File: src/rtl/uart_rx_pkg.sv
package uart_rx_pkg;

  typedef enum logic [1:0] {
    ST_SEARCH = 2'd0,
    ST_START  = 2'd1,
    ST_DATA   = 2'd2,
    ST_STOP   = 2'd3
  } rx_state_e;

  // two-of-three vote
  function automatic logic vote3(input logic a, input logic b, input logic c);
    return (a & b) | (a & c) | (b & c);
  endfunction

endpackage

File: src/rtl/rx_line_cond.sv
module rx_line_cond #(
  parameter int OVS         = 16,
  parameter int SYNC_STAGES = 2
) (
  input  logic clk,
  input  logic rst_n,
  input  logic tick_i,
  input  logic raw_i,
  input  logic invert_i,
  input  logic irda_i,
  output logic line_o
);

  localparam int SW = $clog2(OVS + 1);
  localparam logic [SW-1:0] STRETCH = SW'(OVS);

  logic [SYNC_STAGES-1:0] sync_q, sync_d;
  logic [SW-1:0]          hold_q, hold_d;
  logic                   lvl;

  // synchronizer chain
  generate
    if (SYNC_STAGES == 1) begin : g_sync1
      assign sync_d = raw_i;
    end else begin : g_syncn
      assign sync_d = {sync_q[SYNC_STAGES-2:0], raw_i};
    end
  endgenerate

  assign lvl = sync_q[SYNC_STAGES-1] ^ invert_i;

  // pulse stretcher: a sampled pulse holds a zero for one bit time
  always_comb begin
    hold_d = hold_q;
    if (tick_i) begin
      if (irda_i && lvl)
        hold_d = STRETCH;
      else if (hold_q != '0)
        hold_d = hold_q - 1'b1;
    end
  end

  always_ff @(posedge clk or negedge rst_n) begin
    if (!rst_n) begin
      sync_q <= '1;
      hold_q <= '0;
    end else begin
      sync_q <= sync_d;
      hold_q <= hold_d;
    end
  end

  assign line_o = irda_i ? (hold_q == '0) : lvl;

  // a sampled pulse must show as zero on the following cycle
  p_pulse_decodes_zero_r10: assert property (@(posedge clk) disable iff (!rst_n)
    (tick_i && irda_i && lvl) |=> (!irda_i || !line_o));

endmodule

File: src/rtl/rx_idle_det.sv
module rx_idle_det #(
  parameter int OVS = 16
) (
  input  logic clk,
  input  logic rst_n,
  input  logic tick_i,
  input  logic line_i,
  input  logic nine_i,
  output logic idle_o
);

  localparam int CW = $clog2(11 * OVS + 1);
  localparam logic [CW-1:0] LIM8 = CW'(10 * OVS);
  localparam logic [CW-1:0] LIM9 = CW'(11 * OVS);

  logic [CW-1:0] cnt_q, cnt_d;
  logic          idle_q, idle_d;
  logic [CW-1:0] limit;

  assign limit = nine_i ? LIM9 : LIM8;

  always_comb begin
    cnt_d  = cnt_q;
    idle_d = 1'b0;
    if (tick_i) begin
      if (!line_i) begin
        cnt_d = '0;
      end else if (cnt_q < limit) begin
        cnt_d = cnt_q + 1'b1;
        if (cnt_q == limit - 1'b1)
          idle_d = 1'b1;
      end
    end
  end

  always_ff @(posedge clk or negedge rst_n) begin
    if (!rst_n) begin
      cnt_q  <= '0;
      idle_q <= 1'b0;
    end else begin
      cnt_q  <= cnt_d;
      idle_q <= idle_d;
    end
  end

  assign idle_o = idle_q;

  p_idle_single_r9: assert property (@(posedge clk) disable iff (!rst_n)
    idle_o |=> !idle_o);

  p_idle_needs_ones_r9: assert property (@(posedge clk) disable iff (!rst_n)
    (tick_i && !line_i) |=> !idle_o);

endmodule

File: src/rtl/rx_bit_engine.sv
module rx_bit_engine
  import uart_rx_pkg::*;
#(
  parameter int OVS = 16,
  parameter int DW  = 9
) (
  input  logic          clk,
  input  logic          rst_n,
  input  logic          tick_i,
  input  logic          line_i,
  input  logic          nine_i,
  input  logic          idle_i,
  output logic [DW-1:0] word_o,
  output logic          valid_o,
  output logic          ferr_o,
  output logic          active_o
);

  localparam int RW  = $clog2(OVS + 1);
  localparam int BW  = $clog2(DW + 1);
  localparam int MID = OVS / 2;
  localparam logic [RW-1:0] RT_Q0 = RW'((3 * OVS) / 16);
  localparam logic [RW-1:0] RT_Q1 = RW'((5 * OVS) / 16);
  localparam logic [RW-1:0] RT_Q2 = RW'((7 * OVS) / 16);
  localparam logic [RW-1:0] RT_V0 = RW'(MID);
  localparam logic [RW-1:0] RT_V1 = RW'(MID + 1);
  localparam logic [RW-1:0] RT_V2 = RW'(MID + 2);
  localparam logic [RW-1:0] RT_END = RW'(OVS);
  localparam logic [BW-1:0] LAST9 = BW'(DW - 1);
  localparam logic [BW-1:0] LAST8 = BW'(DW - 2);

  rx_state_e     state_q, state_d;
  logic [RW-1:0] rt_q, rt_d, rt_cur;
  logic [BW-1:0] bidx_q, bidx_d;
  logic [1:0]    vote_q, vote_d;
  logic [DW-1:0] shf_q, shf_d;
  logic [DW-1:0] word_q, word_d;
  logic          valid_q, valid_d;
  logic          ferr_q, ferr_d;
  logic          act_q, act_d;
  logic          start_seen;
  logic          bit_val;

  assign rt_cur     = rt_q + 1'b1;
  assign start_seen = tick_i && (state_q == ST_SEARCH) && !line_i;
  assign bit_val    = vote3(vote_q[0], vote_q[1], line_i);

  always_comb begin
    state_d = state_q;
    rt_d    = rt_q;
    bidx_d  = bidx_q;
    vote_d  = vote_q;
    shf_d   = shf_q;
    word_d  = word_q;
    valid_d = 1'b0;
    ferr_d  = ferr_q;
    act_d   = act_q;

    if (idle_i)
      act_d = 1'b0;

    if (tick_i) begin
      unique case (state_q)
        ST_SEARCH: begin
          if (!line_i) begin
            state_d = ST_START;
            rt_d    = RW'(1);
            act_d   = 1'b1;
          end
        end
        ST_START: begin
          rt_d = rt_cur;
          if (rt_cur == RT_Q0) vote_d[0] = line_i;
          if (rt_cur == RT_Q1) vote_d[1] = line_i;
          if (rt_cur == RT_Q2 && bit_val) begin
            state_d = ST_SEARCH;
            rt_d    = '0;
            act_d   = 1'b0;
          end
          if (rt_cur == RT_END) begin
            state_d = ST_DATA;
            rt_d    = '0;
            bidx_d  = '0;
          end
        end
        ST_DATA: begin
          rt_d = rt_cur;
          if (rt_cur == RT_V0) vote_d[0] = line_i;
          if (rt_cur == RT_V1) vote_d[1] = line_i;
          if (rt_cur == RT_V2) shf_d = {bit_val, shf_q[DW-1:1]};
          if (rt_cur == RT_END) begin
            rt_d = '0;
            if (bidx_q == (nine_i ? LAST9 : LAST8))
              state_d = ST_STOP;
            else
              bidx_d = bidx_q + 1'b1;
          end
        end
        ST_STOP: begin
          rt_d = rt_cur;
          if (rt_cur == RT_V0) vote_d[0] = line_i;
          if (rt_cur == RT_V1) vote_d[1] = line_i;
          if (rt_cur == RT_V2) begin
            ferr_d  = !bit_val;
            word_d  = nine_i ? shf_q : {1'b0, shf_q[DW-1:1]};
            valid_d = 1'b1;
            state_d = ST_SEARCH;
            rt_d    = '0;
          end
        end
        default: state_d = ST_SEARCH;
      endcase
    end
  end

  always_ff @(posedge clk or negedge rst_n) begin
    if (!rst_n) begin
      state_q <= ST_SEARCH;
      rt_q    <= '0;
      bidx_q  <= '0;
      vote_q  <= '0;
      shf_q   <= '0;
      word_q  <= '0;
      valid_q <= 1'b0;
      ferr_q  <= 1'b0;
      act_q   <= 1'b0;
    end else begin
      state_q <= state_d;
      rt_q    <= rt_d;
      bidx_q  <= bidx_d;
      vote_q  <= vote_d;
      shf_q   <= shf_d;
      word_q  <= word_d;
      valid_q <= valid_d;
      ferr_q  <= ferr_d;
      act_q   <= act_d;
    end
  end

  assign word_o   = word_q;
  assign valid_o  = valid_q;
  assign ferr_o   = ferr_q;
  assign active_o = act_q;

  p_valid_one_cycle_r3: assert property (@(posedge clk) disable iff (!rst_n)
    valid_o |=> !valid_o);

  p_ferr_only_with_word_r7: assert property (@(posedge clk) disable iff (!rst_n)
    !valid_o |-> $stable(ferr_o));

  p_false_start_drops_r5: assert property (@(posedge clk) disable iff (!rst_n)
    (tick_i && state_q == ST_START && rt_cur == RT_Q2 && bit_val)
      |=> (state_q == ST_SEARCH && !active_o));

  p_active_on_rt1_r8: assert property (@(posedge clk) disable iff (!rst_n)
    start_seen |=> active_o);

  p_idle_clears_r9: assert property (@(posedge clk) disable iff (!rst_n)
    (idle_i && !start_seen) |=> !active_o);

  p_word_busy_r8: assert property (@(posedge clk) disable iff (!rst_n)
    valid_o |-> active_o);

endmodule

File: src/rtl/uart_irda_rx.sv
module uart_irda_rx #(
  parameter int OVS         = 16,
  parameter int SYNC_STAGES = 2
) (
  input  logic       clk,
  input  logic       rst_n,
  input  logic       tick16,
  input  logic       rxd_in,
  input  logic       cfg_invert,
  input  logic       cfg_irda,
  input  logic       cfg_nine,
  output logic [7:0] rx_data,
  output logic       rx_bit8,
  output logic       rx_valid,
  output logic       rx_frame_err,
  output logic       rx_active,
  output logic       rx_idle
);

  localparam int DW = 9;

  logic          line_nrz;
  logic          idle_pulse;
  logic [DW-1:0] word;

  rx_line_cond #(.OVS(OVS), .SYNC_STAGES(SYNC_STAGES)) u_cond (
    .clk      (clk),
    .rst_n    (rst_n),
    .tick_i   (tick16),
    .raw_i    (rxd_in),
    .invert_i (cfg_invert),
    .irda_i   (cfg_irda),
    .line_o   (line_nrz)
  );

  rx_idle_det #(.OVS(OVS)) u_idle (
    .clk    (clk),
    .rst_n  (rst_n),
    .tick_i (tick16),
    .line_i (line_nrz),
    .nine_i (cfg_nine),
    .idle_o (idle_pulse)
  );

  rx_bit_engine #(.OVS(OVS), .DW(DW)) u_eng (
    .clk      (clk),
    .rst_n    (rst_n),
    .tick_i   (tick16),
    .line_i   (line_nrz),
    .nine_i   (cfg_nine),
    .idle_i   (idle_pulse),
    .word_o   (word),
    .valid_o  (rx_valid),
    .ferr_o   (rx_frame_err),
    .active_o (rx_active)
  );

  assign rx_data = word[7:0];
  assign rx_bit8 = word[8];
  assign rx_idle = idle_pulse;

  p_no_bit8_in_8bit_r4: assert property (@(posedge clk) disable iff (!rst_n)
    (rx_valid && !cfg_nine) |-> !rx_bit8);

endmodule

File: config.mk
export PLATFORM = sky130hd
export DESIGN_NAME = uart_irda_rx
export DESIGN_NICKNAME = d
export VERILOG_FILES = /design/src/rtl/uart_rx_pkg.sv /design/src/rtl/rx_line_cond.sv /design/src/rtl/rx_idle_det.sv /design/src/rtl/rx_bit_engine.sv /design/src/rtl/uart_irda_rx.sv
export SDC_FILE = /design/constraint.sdc
export NUM_CORES = 1
export LEC_CHECK = 0
export BUFFER_PORTS_ARGS = -buffer_cell sky130_fd_sc_hd__buf_2
export CORE_ASPECT_RATIO = 1.1
export CORE_MARGIN = 2
export CORE_UTILIZATION = 60
export DETAILED_ROUTE_END_ITERATION = 12
export PLACE_DENSITY = 0.79
export SLEW_MARGIN = 30
export SYNTH_ARGS = -nofsm -noshare
export SYNTH_HDL_FRONTEND = slang
export SYNTH_SLANG_ARGS = --single-unit
File: constraint.sdc
create_clock -name clk -period 2.9 [get_ports clk]
set_input_delay 0.145 -clock clk [delete_from_list [all_inputs] [get_ports clk]]
set_output_delay 0.145 -clock clk [all_outputs]
set_load 0.005 [all_outputs]
==> results.md <==
STA:
- The number of endpoints with negative hold slack in the final report is 0.
- Setup repair after global routing left no endpoint under its margin.
- Measured against its own limit, the worst slew margin works out to 57.4%.
- For the final routed database, the setup TNS stands at 0 ps.
- Timing would allow up to 404 MHz.
- The setup skew after layout is 10.6 ps.
- The total count of max-transition violations in the final report is 0.
- The minimum period implied by the final worst setup slack is 2480 ps.
- Dividing the final minimum period by the clock period gives 85.5%.
- For the pin with the worst max-slew slack, the measured transition is 639 ps.
- The final-report setup violation count is 0.

Yosys:
- The synthesized instance count is 266.
- The synthesized netlist devotes 18.2% of its cell area to simple gates.
- The fraction of synthesized cell area in xor and xnor cells is 3.12%.
- The most used flip-flop cell after synthesis is sky130_fd_sc_hd__dfrtp_1.
- After synthesis the netlist holds a flip-flop and latch count of 50.
- Summing the sequential cell areas from Yosys gives 44.6% of the chip area.
- The mux contribution to synthesized area is 12.6%.
- Counting every net in the synthesized netlist gives 282.
- After synthesis, the netlist uses 59 different library cells.
- The number of warnings issued by yosys is 0.
- Of the total synthesized cell area, the portion taken by full adders, half adders and majority gates is 4.41%.
- The cell area that synthesis handed to floorplanning was 2810 um^2.
- After synthesis, the largest family of logic cells by area is simple AND/OR/NAND/NOR gates.
- The number of synthesized flops with an enable pin is 0.
- The compound-cell area share of the yosys netlist is 12.5%.
- For this run, asynchronously set or reset flops after synthesis account for 100%.
- The average size of a mapped cell is 10.6 um^2.

Floorplan:
- The floorplan die height is 75.8 um.
- The core region is 4590 um^2.
- The initial core utilization is 61.3%.
- The die covers 5250 um^2.
- 20 I/O pins were placed.
- Row generation in the floorplan step produced 26 rows.
- The floorplan die width is 69.3 um.

Worst setup path:
- Setup slack on the worst reg-to-reg path comes out at 420 ps.
- The reg-to-reg critical path endpoint is u_eng.word_o[5].
- The critical path data required time is 3100 ps.
- At the worst endpoint, the arrival time is 2680 ps.
- STA classifies the critical path startpoint as a register.
- The last element of the critical path is u_eng.word_o[5].
- The largest driver fanout on the critical path is 12.
- The reg-to-reg critical path startpoint is u_eng.rt_q[0].
- The critical path goes through ha_1, or4_4, o21ai_2, and4_1, buf_4, mux2_4.
- On the critical path, the stage with the largest delay is an instance of sky130_fd_sc_hd__or4_4.
- The kind of end point of the critical path is a register.
- The number of cells on the worst reg-to-reg path is 6.
- In this run the worst setup path begins at u_eng.rt_q[0].
- The path type of the worst setup path is register to register.
- On the worst path, the slowest cell contributes a delay of 520 ps.

Global route:
- The wire length of the first global-routing pass is 9170 um.
- The number of global-route vias before repair is 2031.
- Summed over all layers, the global routing overflow is 0.
- For this run, the total global-route usage over all layers was measured as 22.2%.
- The initial antenna violation count is 0.
- The maximum number of pins on one net before global-route repair is 51.

Cells and area:
- Cells with a size suffix above 1 make up 21.8% of the layout.
- The final layout net count is 299.
- The final antenna diode count is 0.
- The count of fill cells added during filler insertion is 373.
- In the final layout, the multi-input gates occupy 1430 um^2.
- The share of the core filled with cells is 66.2%.
- From synthesis to final layout, the design area changed by 8.01%.
- After routing the design area is 3040 um^2.
- Across the whole layout, storage elements account for 1250 um^2.

Run:
- The count of max-cap constraint violations is 0.

Detailed routing:
- The number of vias per cell after detailed routing is 6.05.
- For this run, design rule violations remaining after detail routing come to 0.
- The remaining antenna violation count is 0.
- After detailed routing, the average wire length per cell comes to 15.8 um.
- Summing over every cut layer, the via total after detailed routing is 2056.
- The overall routed net length is 5380 um.
- For this block, the initial DRC count from the detailed router was 80.
- The length of the first detailed-routing pass in iterations is 4.

Power and ir drop:
- Power spread over the standard cell area amounts to 688 nW/um^2.
- Total power for the finished layout comes to 0.00209 W.
- The worst supply voltage drop on vdd is 501 uV.
- The leakage power summed over all cells is 1.38 nW.

Clock tree:
- Clock-pin slew was measured on the worst setup and hold paths at 90 ps.
- TritonCTS built the clock tree.
- The clock reaches the later pin of the worst-skew pair after 310 ps.
- TritonCTS created 5 clock buffers.
- The longest clock path from root to sink contains 2 buffers.
- The H-tree generated during clock tree synthesis spans 2 levels.
- The total number of clock tree sinks is 50.
- Buffers added to address setup during post-CTS repair amount to 0.
- The cell chosen for the clock root is sky130_fd_sc_hd__clkbuf_8.

Run status:
- The run finished with clean final reports.

Placed design:
- Detailed placement ended at an HPWL of 3720 um.
- The count of buffers from port buffering is 19.
- The congestion estimate from routability-driven global placement came to 0.893.
- The total placed instance area is 2910 um^2.

Hold path:
- The min-delay analysis places its worst path in the category primary input to register.
-- stage by stage --
step           hold WS, ps  setup slack, ps  cells
5_1_grt                267              305    340
3_5_place_dp           207              424    330
2_1_floorplan         -151              700    266
3_3_place_gp           253              476    330
6_report               237              422    340
4_1_cts                232              423    340
-- kinds of logic (layout without fill, tap and decap cells) --
kind of cell,Yosys count,in the layout
XOR/XNOR,10,10
flip-flops,50,50
AND/OR/NAND/NOR,91,91
multiplexers,29,29
adder cells (fa/ha/maj),10,10
buffers and inverters,24,42
AO/OA/AOI/OAI,52,52
-- repair_timing --
item | CTS | global route
resized for setup | 0 | 0
hold buffers | 2 | 0
endpoints found under the hold margin | 49 | 0
-- per-layer routing --
metal	part of all wire [%]	track usage, %
met1	45	27.2
met3	3.6	3.97
met4	1.7	8.06
met5	0	0
met2	49	40.1
-- report_power, final --
| group | switching, W | internal, W |
|---|---|---|
| Clock | 0.000229 | 0.000257 |
| Sequential | 0.000154 | 0.000790 |
| Combinational | 0.000371 | 0.000287 |
| Total | 0.000755 | 0.00133 |
-- final cells by class --
cell class                      count  area share (%)
Multi-Input combinational cell    192            47.1
Sequential cell                    50            41.3
Timing Repair Buffer               23            4.37
Clock buffer                        6            2.39
Tap cell                           56            2.31
Inverter                           11            1.36
Clock inverter                      2            1.24
-- sequential cells by signal, summed over array words and instances (netlist names), 2 cells and up, named ones only --
| signal | cells |
|---|---|
| u_eng.bidx_q | 4 |
| u_eng.shf_q | 9 |
| u_cond.hold_q | 5 |
| u_cond.sync_q | 2 |
| u_eng.rt_q | 5 |
| u_idle.cnt_q | 8 |
| u_eng.word_o | 9 |
| u_eng.vote_q | 2 |
-- cells in the final DEF, fill, tap and decap left out, types with 6 or more instances in the layout --
| cell type | count |
|---|---|
| sky130_fd_sc_hd__mux2_4 | 6 |
| sky130_fd_sc_hd__buf_2 | 18 |
| sky130_fd_sc_hd__o21ai_0 | 16 |
| sky130_fd_sc_hd__mux2_2 | 18 |
| sky130_fd_sc_hd__nor2_1 | 11 |
| sky130_fd_sc_hd__and2_1 | 7 |
| sky130_fd_sc_hd__nand3_1 | 16 |
| sky130_fd_sc_hd__nand2_1 | 21 |
| sky130_fd_sc_hd__dfrtp_1 | 48 |
| sky130_fd_sc_hd__ha_1 | 9 |
| sky130_fd_sc_hd__inv_1 | 11 |
-- how the worst min path moves through the flow --
| stage | from | end | slack (ps) | depth (start not counted) |
|---|---|---|---|---|
| 3_3_place_gp | rxd_in | u_cond.sync_q[0] | 250 | 1 |
| 5_1_grt | cfg_nine | u_eng.word_o[8] | 270 | 3 |
| 4_1_cts | cfg_nine | u_eng.word_o[8] | 230 | 3 |
| 3_5_place_dp | rst_n | u_cond.hold_q[0] | 210 | 1 |
| 6_report | cfg_nine | u_eng.word_o[8] | 240 | 3 |
| 2_1_floorplan | rst_n | asynchronous set/reset pin | -150 | 0 |
-- cell usage after synthesis (2+ instances only) --
cell | count | share of area [%]
sky130_fd_sc_hd__a21boi_0 | 2 | 0.53
sky130_fd_sc_hd__a21oi_1 | 4 | 0.71
sky130_fd_sc_hd__a22o_1 | 2 | 0.62
sky130_fd_sc_hd__a311oi_1 | 2 | 0.62
sky130_fd_sc_hd__a31oi_1 | 3 | 0.67
sky130_fd_sc_hd__a32oi_1 | 2 | 0.62
sky130_fd_sc_hd__and2_1 | 7 | 1.6
sky130_fd_sc_hd__buf_1 | 2 | 0.27
sky130_fd_sc_hd__buf_2 | 3 | 0.53
sky130_fd_sc_hd__buf_6 | 2 | 0.80
sky130_fd_sc_hd__clkbuf_1 | 4 | 0.53
sky130_fd_sc_hd__dfrtp_1 | 48 | 43
sky130_fd_sc_hd__dfstp_2 | 2 | 1.9
sky130_fd_sc_hd__ha_1 | 9 | 4.0
sky130_fd_sc_hd__inv_1 | 11 | 1.5
sky130_fd_sc_hd__mux2_2 | 18 | 7.2
sky130_fd_sc_hd__mux2_4 | 6 | 3.2
sky130_fd_sc_hd__mux2i_1 | 4 | 1.4
sky130_fd_sc_hd__nand2_1 | 21 | 2.8
sky130_fd_sc_hd__nand2b_1 | 4 | 0.89
sky130_fd_sc_hd__nand3_1 | 16 | 2.8
sky130_fd_sc_hd__nand3b_1 | 2 | 0.53
sky130_fd_sc_hd__nand4_1 | 4 | 0.89
sky130_fd_sc_hd__nor2_1 | 11 | 1.5
sky130_fd_sc_hd__nor2b_1 | 5 | 1.1
sky130_fd_sc_hd__nor3_1 | 3 | 0.53
sky130_fd_sc_hd__nor3b_1 | 2 | 0.53
sky130_fd_sc_hd__nor4_1 | 3 | 0.67
sky130_fd_sc_hd__o2111ai_1 | 2 | 0.62
sky130_fd_sc_hd__o21ai_0 | 16 | 2.8
sky130_fd_sc_hd__o21ai_1 | 3 | 0.53
sky130_fd_sc_hd__o31ai_1 | 3 | 0.80
sky130_fd_sc_hd__o41ai_1 | 3 | 0.93
sky130_fd_sc_hd__or3_1 | 4 | 0.89
sky130_fd_sc_hd__xnor2_1 | 5 | 1.6
sky130_fd_sc_hd__xor2_1 | 5 | 1.6
-- critical path: cells and delay by family (launching register included) --
kind | cells | cell delay (ps)
and+or+nand+nor | 2 | 890
AOI/OAI and AO/OA | 1 | 90
DFF | 1 | 490
buffers and inverters | 1 | 240
adders and majority gates | 1 | 350
muxes | 1 | 310
No activity file was read; power rests on OpenSTA's default activity.
